File: src/rtl/irx_pkg.sv
package irx_pkg;
  localparam int unsigned IRX_TRIG_EDGE  = 1;
  localparam int unsigned IRX_TRIG_LEVEL = 4;
endpackage

File: src/rtl/irx_cfg_regs.sv
module irx_cfg_regs #(
  parameter int unsigned NUM_OUT   = 8,
  parameter int unsigned SEL_W     = 4,
  parameter int unsigned ADDR_W    = 3,
  parameter int unsigned AGENT_W   = 4,
  parameter int unsigned SYSCTL_ID = 3
) (
  input  logic                     clk,
  input  logic                     rst,
  input  logic                     wr_en,
  input  logic [AGENT_W-1:0]       wr_agent,
  input  logic [ADDR_W-1:0]        wr_addr,
  input  logic [SEL_W:0]           wr_data,
  output logic                     wr_err,
  output logic [NUM_OUT*SEL_W-1:0] sel_flat,
  output logic [NUM_OUT-1:0]       en_vec
);
  logic trusted;
  assign trusted = (wr_agent == AGENT_W'(SYSCTL_ID));

  always_ff @(posedge clk) begin
    if (rst) wr_err <= 1'b0;
    else     wr_err <= wr_en && !trusted;
  end

  for (genvar o = 0; o < NUM_OUT; o++) begin : g_word
    always_ff @(posedge clk) begin
      if (rst) begin
        sel_flat[o*SEL_W +: SEL_W] <= '0;
        en_vec[o]                  <= 1'b0;
      end else if (wr_en && trusted && (wr_addr == ADDR_W'(o))) begin
        sel_flat[o*SEL_W +: SEL_W] <= wr_data[SEL_W-1:0];
        en_vec[o]                  <= wr_data[SEL_W];
      end
    end
  end
endmodule

File: src/rtl/irx_out_lane.sv
module irx_out_lane
  import irx_pkg::*;
#(
  parameter int unsigned NUM_IN    = 16,
  parameter int unsigned SEL_W     = 4,
  parameter int unsigned TRIG_KIND = IRX_TRIG_EDGE
) (
  input  logic              clk,
  input  logic              rst,
  input  logic [NUM_IN-1:0] irq_in,
  input  logic [SEL_W-1:0]  sel,
  input  logic              en,
  output logic              out
);
  logic picked;
  assign picked = irq_in[sel];

  if (TRIG_KIND == IRX_TRIG_LEVEL) begin : g_level
    always_ff @(posedge clk) begin
      if (rst) out <= 1'b0;
      else     out <= en & picked;
    end
  end else begin : g_edge
    logic hist;
    always_ff @(posedge clk) begin
      if (rst) begin
        hist <= 1'b0;
        out  <= 1'b0;
      end else begin
        hist <= picked;
        out  <= en & picked & ~hist;
      end
    end
  end
endmodule

File: src/rtl/irx_range_xlate.sv
module irx_range_xlate #(
  parameter int unsigned IDX_W      = 8,
  parameter int unsigned PAR_W      = 10,
  parameter int unsigned NUM_RANGES = 3,
  parameter logic [NUM_RANGES*IDX_W-1:0] RANGE_OBASE = '0,
  parameter logic [NUM_RANGES*PAR_W-1:0] RANGE_PBASE = '0,
  parameter logic [NUM_RANGES*IDX_W-1:0] RANGE_LIMIT = '0
) (
  input  logic             clk,
  input  logic             rst,
  input  logic [IDX_W-1:0] lk_idx,
  output logic             lk_valid,
  output logic [PAR_W-1:0] lk_parent
);
  logic             hit;
  logic [PAR_W-1:0] par;

  always_comb begin
    logic [IDX_W:0]   lo;
    logic [IDX_W:0]   hi;
    logic [IDX_W-1:0] off;
    hit = 1'b0;
    par = '0;
    for (int r = NUM_RANGES - 1; r >= 0; r--) begin
      lo  = {1'b0, RANGE_OBASE[r*IDX_W +: IDX_W]};
      hi  = lo + {1'b0, RANGE_LIMIT[r*IDX_W +: IDX_W]};
      off = lk_idx - RANGE_OBASE[r*IDX_W +: IDX_W];
      if (({1'b0, lk_idx} >= lo) && ({1'b0, lk_idx} < hi)) begin
        hit = 1'b1;
        par = RANGE_PBASE[r*PAR_W +: PAR_W] + PAR_W'(off);
      end
    end
  end

  always_ff @(posedge clk) begin
    if (rst) begin
      lk_valid  <= 1'b0;
      lk_parent <= '0;
    end else begin
      lk_valid  <= hit;
      lk_parent <= par;
    end
  end
endmodule

File: src/rtl/irq_route_xbar.sv
module irq_route_xbar
  import irx_pkg::*;
#(
  parameter int unsigned NUM_IN     = 16,
  parameter int unsigned NUM_OUT    = 8,
  parameter int unsigned TRIG_KIND  = IRX_TRIG_EDGE,
  parameter int unsigned AGENT_W    = 4,
  parameter int unsigned SYSCTL_ID  = 3,
  parameter int unsigned IDX_W      = 8,
  parameter int unsigned PAR_W      = 10,
  parameter int unsigned NUM_RANGES = 3,
  parameter logic [NUM_RANGES*IDX_W-1:0] RANGE_OBASE = {8'd5, 8'd4, 8'd0},
  parameter logic [NUM_RANGES*PAR_W-1:0] RANGE_PBASE = {10'd500, 10'd100, 10'd360},
  parameter logic [NUM_RANGES*IDX_W-1:0] RANGE_LIMIT = {8'd3, 8'd2, 8'd4},
  localparam int unsigned SEL_W  = (NUM_IN > 1) ? $clog2(NUM_IN) : 1,
  localparam int unsigned ADDR_W = (NUM_OUT > 1) ? $clog2(NUM_OUT) : 1
) (
  input  logic               clk,
  input  logic               rst,
  input  logic [NUM_IN-1:0]  irq_in,
  input  logic               wr_en,
  input  logic [AGENT_W-1:0] wr_agent,
  input  logic [ADDR_W-1:0]  wr_addr,
  input  logic [SEL_W:0]     wr_data,
  output logic               wr_err,
  output logic [NUM_OUT-1:0] irq_out,
  input  logic [IDX_W-1:0]   lk_idx,
  output logic               lk_valid,
  output logic [PAR_W-1:0]   lk_parent
);
  logic [NUM_OUT*SEL_W-1:0]         sel_flat;
  logic [NUM_OUT-1:0]               en_vec;
  logic [NUM_OUT*(SEL_W+1)-1:0]     cfg_state;

  assign cfg_state = {en_vec, sel_flat};

  irx_cfg_regs #(
    .NUM_OUT(NUM_OUT), .SEL_W(SEL_W), .ADDR_W(ADDR_W),
    .AGENT_W(AGENT_W), .SYSCTL_ID(SYSCTL_ID)
  ) regs_i (
    .clk(clk), .rst(rst), .wr_en(wr_en), .wr_agent(wr_agent),
    .wr_addr(wr_addr), .wr_data(wr_data), .wr_err(wr_err),
    .sel_flat(sel_flat), .en_vec(en_vec)
  );

  for (genvar o = 0; o < NUM_OUT; o++) begin : g_lane
    irx_out_lane #(
      .NUM_IN(NUM_IN), .SEL_W(SEL_W), .TRIG_KIND(TRIG_KIND)
    ) lane_i (
      .clk(clk), .rst(rst), .irq_in(irq_in),
      .sel(sel_flat[o*SEL_W +: SEL_W]), .en(en_vec[o]), .out(irq_out[o])
    );
  end

  irx_range_xlate #(
    .IDX_W(IDX_W), .PAR_W(PAR_W), .NUM_RANGES(NUM_RANGES),
    .RANGE_OBASE(RANGE_OBASE), .RANGE_PBASE(RANGE_PBASE), .RANGE_LIMIT(RANGE_LIMIT)
  ) xlate_i (
    .clk(clk), .rst(rst), .lk_idx(lk_idx),
    .lk_valid(lk_valid), .lk_parent(lk_parent)
  );
endmodule

File: config.mk
export PLATFORM = sky130hd
export DESIGN_NAME = irq_route_xbar
export DESIGN_NICKNAME = d
export VERILOG_FILES = /design/src/rtl/irx_pkg.sv /design/src/rtl/irx_cfg_regs.sv /design/src/rtl/irx_out_lane.sv /design/src/rtl/irx_range_xlate.sv /design/src/rtl/irq_route_xbar.sv
export SDC_FILE = /design/constraint.sdc
export NUM_CORES = 1
export LEC_CHECK = 0
export ABC_AREA = 1
export CELL_PAD_IN_SITES_DETAIL_PLACEMENT = 0
export CELL_PAD_IN_SITES_GLOBAL_PLACEMENT = 2
export CORE_ASPECT_RATIO = 0.8
export CORE_MARGIN = 10
export CORE_UTILIZATION = 29
export CTS_CLUSTER_SIZE = 12
export DETAILED_ROUTE_END_ITERATION = 12
export PLACE_DENSITY_LB_ADDON = 0.3
export SLEW_MARGIN = 20
export SYNTH_ARGS = -nofsm -noshare
export SYNTH_HDL_FRONTEND = slang
export SYNTH_SLANG_ARGS = --single-unit
File: constraint.sdc
create_clock -name clk -period 2.08 [get_ports clk]
set_clock_uncertainty 0.2 [all_clocks]
set_input_delay 0.416 -clock clk [delete_from_list [all_inputs] [get_ports clk]]
set_output_delay 0.416 -clock clk [all_outputs]
set_load 0.1 [all_outputs]
======== After elaboration in Yosys (flattened, before gate mapping) ========
Index checks and enable logic that the tools add are counted.
storage, ports and cells
  register bits ........................... 68
  input bits .............................. 39
  output and inout bits ................... 20
  word-level logic and storage cells ...... 121
operators by class
  add/sub/neg operators ................... 5
  order comparisons ....................... 13
  equality and inequality tests ........... 8
  multiplexer cells ....................... 22
  bitwise operators ....................... 24
  reduce and logical (&&, ||, !) cells .... 14
operators by type and width
  kind                  count
  $lt 4x5->1 const B    8
  $bmux 1 s4            8
  $mux 10               3
  $add 9x8->10 const A  2
  $and 1x1->1           16
  $ge 8x3->1 const B    2
  $lt 8x3->1 const B    2
  $sub 8x3->8 const B   2
  $eq 3x3->1 const B    4
  $logic_and 1x1->1     12
  $mux 1                11
  $add 7x8->9 const A   1
  $lt 8x4->1 const B    1
  $not 1->1             8
  $eq 3x2->1 const B    2
  $eq 4x2->1 const B    1
  $eq 3x1->1 const B    1
  $logic_not 3->1       1
  $logic_not 1->1       1

======== Logic depth before layout (Yosys ltp) ========
Gate-level depths: netlist (run 1).
  depth after elaboration ................. 5
  depth in mapped cells ................... 14
  gate-level depth less buffers ........... 14

======== Cells and area by module ========
Synthesis (run 1) repeated with hierarchy kept, for this count alone.
second synthesis, totals
  cells, all modules ...................... 870
  area total of the unflattened synthesis .. 5,102.4 um^2
modules (own cells, without submodules)
  module           times used  cells an instance  area each (um^2)  seq. area each (um^2)
  irx_out_lane     8           58                 292.8             40.0
  irx_cfg_regs     1           252                1,746.7           820.8
  irx_range_xlate  1           154                1,013.5           220.2

======== Worst setup path after synthesis (run 1) ========
OpenSTA, ideal clock, no wires.
  path kind ............................... in2reg
  from .................................... input port lk_idx[3]
  to ...................................... register xlate_i.lk_parent[7]
  library setup time ...................... 0.117 ns
  arrival time ............................ 1.506 ns
  data required time ...................... 1.763 ns
  path slack .............................. 0.256 ns
  cell stages on the path ................. 8
  buffers on the path ..................... 0
  cells stage by stage .................... inv_1 -> ha_1 -> nand2_1 -> nor2_2 -> inv_2 -> or2_2 -> nand2_1 -> a21oi_1
on the way
  longest elaborated chain between the ends .. 5
  elaborated cells between the ends (all ways) .. 15
  those cells by class .................... add/sub: 5; order compare: 5; mux: 3; reduce/logical: 2
RTL lines
  element                                            line                                          text
  start: declaration                                 irq_route_xbar.sv:27                          input logic [IDX_W-1:0] lk_idx,
  $sub 8x3->8 (tied with other cells)                irx_range_xlate.sv:27                         off = lk_idx - RANGE_OBASE[r*IDX_W +: IDX_W];
  $add 9x8->10 or $logic_and 1x1->1 (tied branches)  irx_range_xlate.sv:30, irx_range_xlate.sv:28
  $mux 10 (2 in series)                              irx_range_xlate.sv:28                         if (({1'b0, lk_idx} >= lo) && ({1'b0, lk_idx} < hi)) begin
  $mux 10 (*)                                        irx_range_xlate.sv:28
  end signal: assignment                             irx_range_xlate.sv:41                         lk_parent <= par;
  end: declaration                                   irx_range_xlate.sv:13                         output logic [PAR_W-1:0] lk_parent
Mark *: on every way between the ends. The rest lies on a longest branch, timed or not.
A chain may end at the register's enable or synchronous reset.

======== Final worst setup path (run 1) ========
  from .................................... input port lk_idx[6]
  to ...................................... register xlate_i.lk_parent[8]
Same word-level chain as after synthesis.

==> results of run 1 <==
-- logic make-up (layout without fill, tap and decap cells) --
family                   count (synthesis)  after routing  synth area share
AO/OA/AOI/OAI                          209            209             0.279
XOR/XNOR                                 7              7            0.0152
adder cells (fa/ha/maj)                  8              8            0.0248
buffers and inverters                  131            244             0.134
flip-flops                              68             68             0.337
AND/OR/NAND/NOR                        201            201             0.211
-- state kept, by name, summed over array words and instances (netlist names) --
name / cells
regs_i.sel_flat: 32
regs_i.wr_err: 1
regs_i.en_vec: 8
xlate_i.lk_valid: 1
g_lane.lane_i.g_edge.hist: 8
g_lane.lane_i.out: 8
xlate_i.lk_parent: 10
-- per-layer routing --
metal / up-vias / GRT usage / wire length, µm
met2: 80 / 0.214 / 6120
met4: 0 / 0.0407 / 159
met5: - / 0 / 0
met1: 1903 / 0.200 / 7110
li1: 2269 / - / -
met3: 13 / 0.0329 / 543
-- cell usage in the layout, fill, tap and decap left out, drive strengths merged --
cell type | synthesis | final
ha | 8 | 8
o32ai | 1 | 1
nand2 | 90 | 90
a211oi | 1 | 1
nand4 | 2 | 2
a21oi | 81 | 81
and2 | 1 | 1
o21ai | 100 | 100
o211ai | 24 | 24
o21bai | 1 | 1
xnor2 | 2 | 2
a22oi | 1 | 1
clkinv | 0 | 3
clkdlybuf4s50 | 0 | 33
buf | 22 | 93
or2 | 1 | 1
nand3b | 1 | 1
dfxtp | 68 | 68
nor2 | 56 | 56
bufinv | 0 | 1
inv | 97 | 97
dlymetal6s2s | 0 | 5
clkbuf | 12 | 9
nand3 | 50 | 50
xor2 | 5 | 5
clkinvlp | 0 | 3
-- worst max-delay path, stage by stage --
cell and delay, ns:
clkdlybuf4s50_1 0.43, nor2_2 0.16, buf_4 0.13, nand4_1 0.16, buf_4 0.19, a21oi_4 0.23
buf_6 0.15, nand3_2 0.08, a21oi_2 0.15
-- per-stage QoR --
step | TNS (ns) | hold slack, ns | setup WS, ns | instances
3_5_place_dp | -11.68 | 0.234 | -0.465 | 898
5_1_grt | -0.0769 | 0.255 | -0.0257 | 917
2_1_floorplan | 0 | 0.219 | 0.256 | 624
4_1_cts | 0 | 0.242 | 0.00459 | 914
6_report | 0 | 0.241 | 0.0526 | 917
3_3_place_gp | -11.31 | 0.231 | -0.632 | 898
-- layout make-up --
cell class	count	area (µm²)	share of cell area
clock buffers	9	225	0.0380
multi-input cells	425	2300	0.387
repair buffers	131	1390	0.234
inverters	97	364	0.0614
flip-flops and latches	68	1360	0.230
clock inverters	7	67.6	0.0114
well taps	180	225	0.0380
-- power breakdown --
part	total, mW	switching, mW	internal (mW)	leakage [nW]
Combinational	0.531	0.294	0.237	1.71
Clock	1.52	0.595	0.920	0.137
Sequential	1.33	0.00977	1.32	0.550
-- final timing paths --
path,cells after the start,end,slack (ns)
hold reg to reg,2,g_lane[7].lane_i.out,0.24
hold / removal,2,g_lane[7].lane_i.out,0.24
setup / recovery,9,xlate_i.lk_parent[8],0.05
setup reg to reg,7,g_lane[5].lane_i.out,0.45
-- what timing repair did --
action	4_1_cts	5_1_grt
pin swaps	0	12
gates resized for setup	9	53
hold endpoints to repair	0	0
setup endpoints to repair	7	42
buffers inserted	0	3
==> impl_metrics.yaml, run 1 <==
synthesis:
  netlist_instances: 624
  post_synth_main_area_contributors: "dfxtp_1 34%, o21ai_0 12%, a21oi_1 9.8%"
  netlist_top_cells_count: "100 x o21ai_0, 96 x inv_1, 88 x nand2_1"
  synth-edff-count: 0
  synth_seq_cells: 68
  netlist.area_leader.share: 0.337
  mappedNetlistArea_um2: 4040
  synthDominantAreaCellType: "dfxtp_1"
  synth.yosys.warnings: 0
  post_synthesis_average_cell_area_um2: 6.47
  yosysUniqueCellTypes: 29
  asyncSetResetFlopFracSynth: 0
  post-synth-top-count-cell: "o21ai_0"
  synth_sequential_area_ratio: 0.337
  syn-num-nets: 671
  synth_flop_cell: "dfxtp_1"
sta:
  hold_violations: 0
  worst-slew-pin-transition_ns: 0.458
  finalSetupViolCount: 0
  maxSlewHeadroom: 0.694
  final_max_slew_viol_count: 0
  fin_crit_sh: 0.975
  finalWorstPathRequiredPeriod_ns: 2.03
  maxClockFrequency_mhz: 493
route:
  via_count: 4265
  route.detailed.wl_per_inst_um: 15.2
  initialDrtViolationCount: 336
  drc: 0
  detail_route.vias_per_cell: 4.65
  dr.pass1.iters: 5
  detail-route-antenna-nets: 0
  postRouteWirelength_mm: 13.9
clock_tree:
  cts.sink_count: 68
  hold_buffers: 0
  clock_tree.root_cell: "clkbuf_16"
  cts_tree: "done"
  cts_inserted_buffers: 9
  clock_insertion_delay_worst_skew_ns: 0.34
  clk_buf_depth: 2
  cts_max_level: 3
  worst_setup_hold_path_clk_slew_ns: 0.05
worst_hold_path:
  worst_hold_path_type: "flop to flop"
  hold_path.startpoint: "regs_i.en_vec[7]"
die:
  core.rowCount: 38
  die_w_um: 152
  pin_count: 59
  die_h_um: 126
  design.die.area_um2: 19100
  floorplan.initialDensity: 0.297
  placeableCoreArea_um2: 13600
worst_setup_path:
  endpoint_required_time_on_the_critical_path_ns: 2.15
  worst_setup_path_startpoint: "lk_idx[6]"
  timing_worst_setup_path_type: "primary input to flop"
  worst_r2r_startpoint: "regs_i.sel_flat[20]"
  cp.arrival_ns: 2.10
  startpoint_type: "primary input"
  worst_setup_path_end_kind: "flop"
  path_max_fanout: 4
power:
  peakVddDrop_uv: 376
  total_power_mw: 3.38
  p_leak_nw: 2.39
  powerDensity_nw_per_um2: 570
job:
  cap_viol_max_count: 0
layout:
  num-nets-final: 779
  antennaDiodeCount: 0
  total_of_fill_cells_in_the_finished_design: 1383
  final_area_um2: 5930
  area.growth.synth_to_final_pct: 46.8
  layout.core_utilization: 0.436
  drive_above_1_share: 0.218
global_routing:
  antenna_found_initial: 0
  grt_pass1_wl_mm: 22.0
  grt.total_usage: 0.144
  gr-total-overflow: 0
  grt_max_degree: 25
  number_of_global_route_vias_before_repair: 4009
place:
  place_area_um2: 5430
  gp_congestion: 0.868
  place.detailed.hpwl_mm: 10.4
  numPortBuffers: 58
status:
  run_status: "complete, no violations"
(Power assumes the default switching activity.)
==> inputs of run 2 (changes only) <==
SKIP_CTS_REPAIR_TIMING = 1   (was not set)
==> run 2 against run 1 <==
Compared with the run above: critical endpoint is now xlate_i.lk_parent[3]; wire length is 0.26% lower; register-to-register slack barely moved; critical path type unchanged; highest routed layer unchanged; largest power group unchanged; final cell count decreased by 0.11%; count of clock-buffer cells in the layout is the same; sequential power is essentially flat; worst hold slack about the same.
==> impl_metrics.yaml, run 2 (synthesized netlist as in run 1, its figures left out) <==
status:
  run_status: "complete, no violations"
die:
  die_w_um: 152
  placeableCoreArea_um2: 13600
  floorplan.initialDensity: 0.297
  pin_count: 59
  core.rowCount: 38
  design.die.area_um2: 19100
  die_h_um: 126
route:
  detail_route.vias_per_cell: 4.66
  dr.pass1.iters: 5
  route.detailed.wl_per_inst_um: 15.2
  postRouteWirelength_mm: 13.9
  detail-route-antenna-nets: 0
  drc: 0
  via_count: 4269
  initialDrtViolationCount: 281
layout:
  final_cells: 916
  area.growth.synth_to_final_pct: 46.1
  total_of_fill_cells_in_the_finished_design: 1372
  layout.core_utilization: 0.434
  mostFrequentLayoutCells: "93 x o21ai_0, 82 x inv_1, 81 x nand2_1"
  top_regs: "regs_i.sel_flat (32), xlate_i.lk_parent (10)"
  drive_above_1_share: 0.215
  regMostFlops: "regs_i.sel_flat"
  largest_register_ff_count: 32
  antennaDiodeCount: 0
  num-nets-final: 778
  layout.cells.most_common: "o21ai_0"
sta:
  worst-slew-pin-transition_ns: 0.477
  final_max_slew_viol_count: 0
  finalSetupViolCount: 0
  maxClockFrequency_mhz: 513
  finalWorstPathRequiredPeriod_ns: 1.95
  maxSlewHeadroom: 0.681
  fin_crit_sh: 0.937
  hold_violations: 0
global_routing:
  antenna_found_initial: 0
  grt_pass1_wl_mm: 22.0
  number_of_global_route_vias_before_repair: 3988
  gr-total-overflow: 0
  grt_max_degree: 25
  grt.total_usage: 0.143
worst_setup_path:
  rrSetupSlack_ns: 0.44
  crit_cells: 11
  slowest_delay_ns: 0.42
  endpoint_required_time_on_the_critical_path_ns: 2.13
  worst_setup_path_startpoint: "lk_idx[4]"
  worst_r2r_startpoint: "regs_i.sel_flat[28]"
  cells_traversed_along_the_worst_timing_path: "clkdlybuf4s50_1 -> buf_4 -> nor2_4 -> nand4_1 -> nand3_4 -> buf_4 -> nor2_1 -> a22oi_2 -> nand2_1 -> nand2_1 -> inv_1"
  cp.arrival_ns: 2.00
  startpoint_type: "primary input"
  timing_worst_setup_path_type: "primary input to flop"
  path_max_fanout: 3
  register_to_register_path_depth: 7
  number_of_buffer_and_inverter_instances_along_the_worst_setup_path: 4
  path_delay_family: "simple AND/OR/NAND/NOR gates"
  rr_endpoint: "g_lane[7].lane_i.out"
  worstSetupEndpoint: "xlate_i.lk_parent[3]"
  worst_path_max_delay_cell: "clkdlybuf4s50_1"
  worst_setup_path_end_kind: "flop"
job:
  cap_viol_max_count: 0
clock_tree:
  cts_inserted_buffers: 9
  cts_tree: "done"
  cts_max_level: 3
  clock_tree.root_cell: "clkbuf_16"
  cts.sink_count: 68
  worst_setup_hold_path_clk_slew_ns: 0.06
  clock_insertion_delay_worst_skew_ns: 0.34
  clk_buf_depth: 2
place:
  numPortBuffers: 58
  place_inst: 898
  place.detailed.hpwl_mm: 10.4
  gp_congestion: 0.868
power:
  total_power_mw: 3.37
  p_leak_nw: 2.39
  powerDensity_nw_per_um2: 572
  peakVddDrop_uv: 376
worst_hold_path:
  timing.hold.worst_path_depth: 2
  hold_path.startpoint: "regs_i.en_vec[7]"
  worst_hold_path_type: "flop to flop"
==> run 2: cell count changes in the layout (fill, tap and decap cells not counted), sizes merged <==
| cell | change |
|---|---|
| buf | -1 |
==> run 2: final cells by class <==
cell class,instances,area [µm²],share of cell area
multi-input cells,425,2280,0.387
flip-flops and latches,68,1360,0.231
inverters,97,364,0.0617
clock buffers,9,225,0.0382
clock inverters,7,67.6,0.0115
repair buffers,130,1370,0.232
well taps,180,225,0.0382
==> run 2: worst min-delay path by stage <==
stage	end	slack (ns)
detailed placement	g_lane[7].lane_i.out	0.23
finish	g_lane[7].lane_i.out	0.24
floorplan	g_lane[0].lane_i.out	0.22
global route	g_lane[5].lane_i.out	0.25
CTS	g_lane[7].lane_i.out	0.24
global placement	g_lane[1].lane_i.out	0.23
==> run 2: power by group <==
part           leakage, nW  internal (mW)  switching (mW)
clock network        0.137          0.920           0.594
logic                 1.70          0.237           0.292
registers            0.550           1.32         0.00982
==> run 2: worst register-to-register path, delay by kind of cell, from the launching register on <==
family           cells  cell delay [ns]
AO/OA/AOI/OAI        4             0.48
AND/OR/NAND/NOR      3             0.25
flip-flops           1             0.60
==> run 2: per-stage QoR <==
step	setup slack, ns	hold slack (ns)	instance area [µm²]	TNS [ns]
after floorplan	0.256	0.219	4040	0
after global placement	-0.632	0.231	5430	-11.31
after detailed placement	-0.465	0.234	5430	-11.68
after CTS	-0.125	0.242	5720	-0.373
after global routing	-0.00442	0.255	5900	-0.00442
final	0.131	0.241	5900	0
==> run 2: per-layer routing <==
| layer | global-route usage | routed length (µm) |
|---|---|---|
| met4 | 0.0407 | 167 |
| met2 | 0.213 | 6080 |
| met3 | 0.0329 | 508 |
| met5 | 0 | 0 |
| met1 | 0.201 | 7140 |
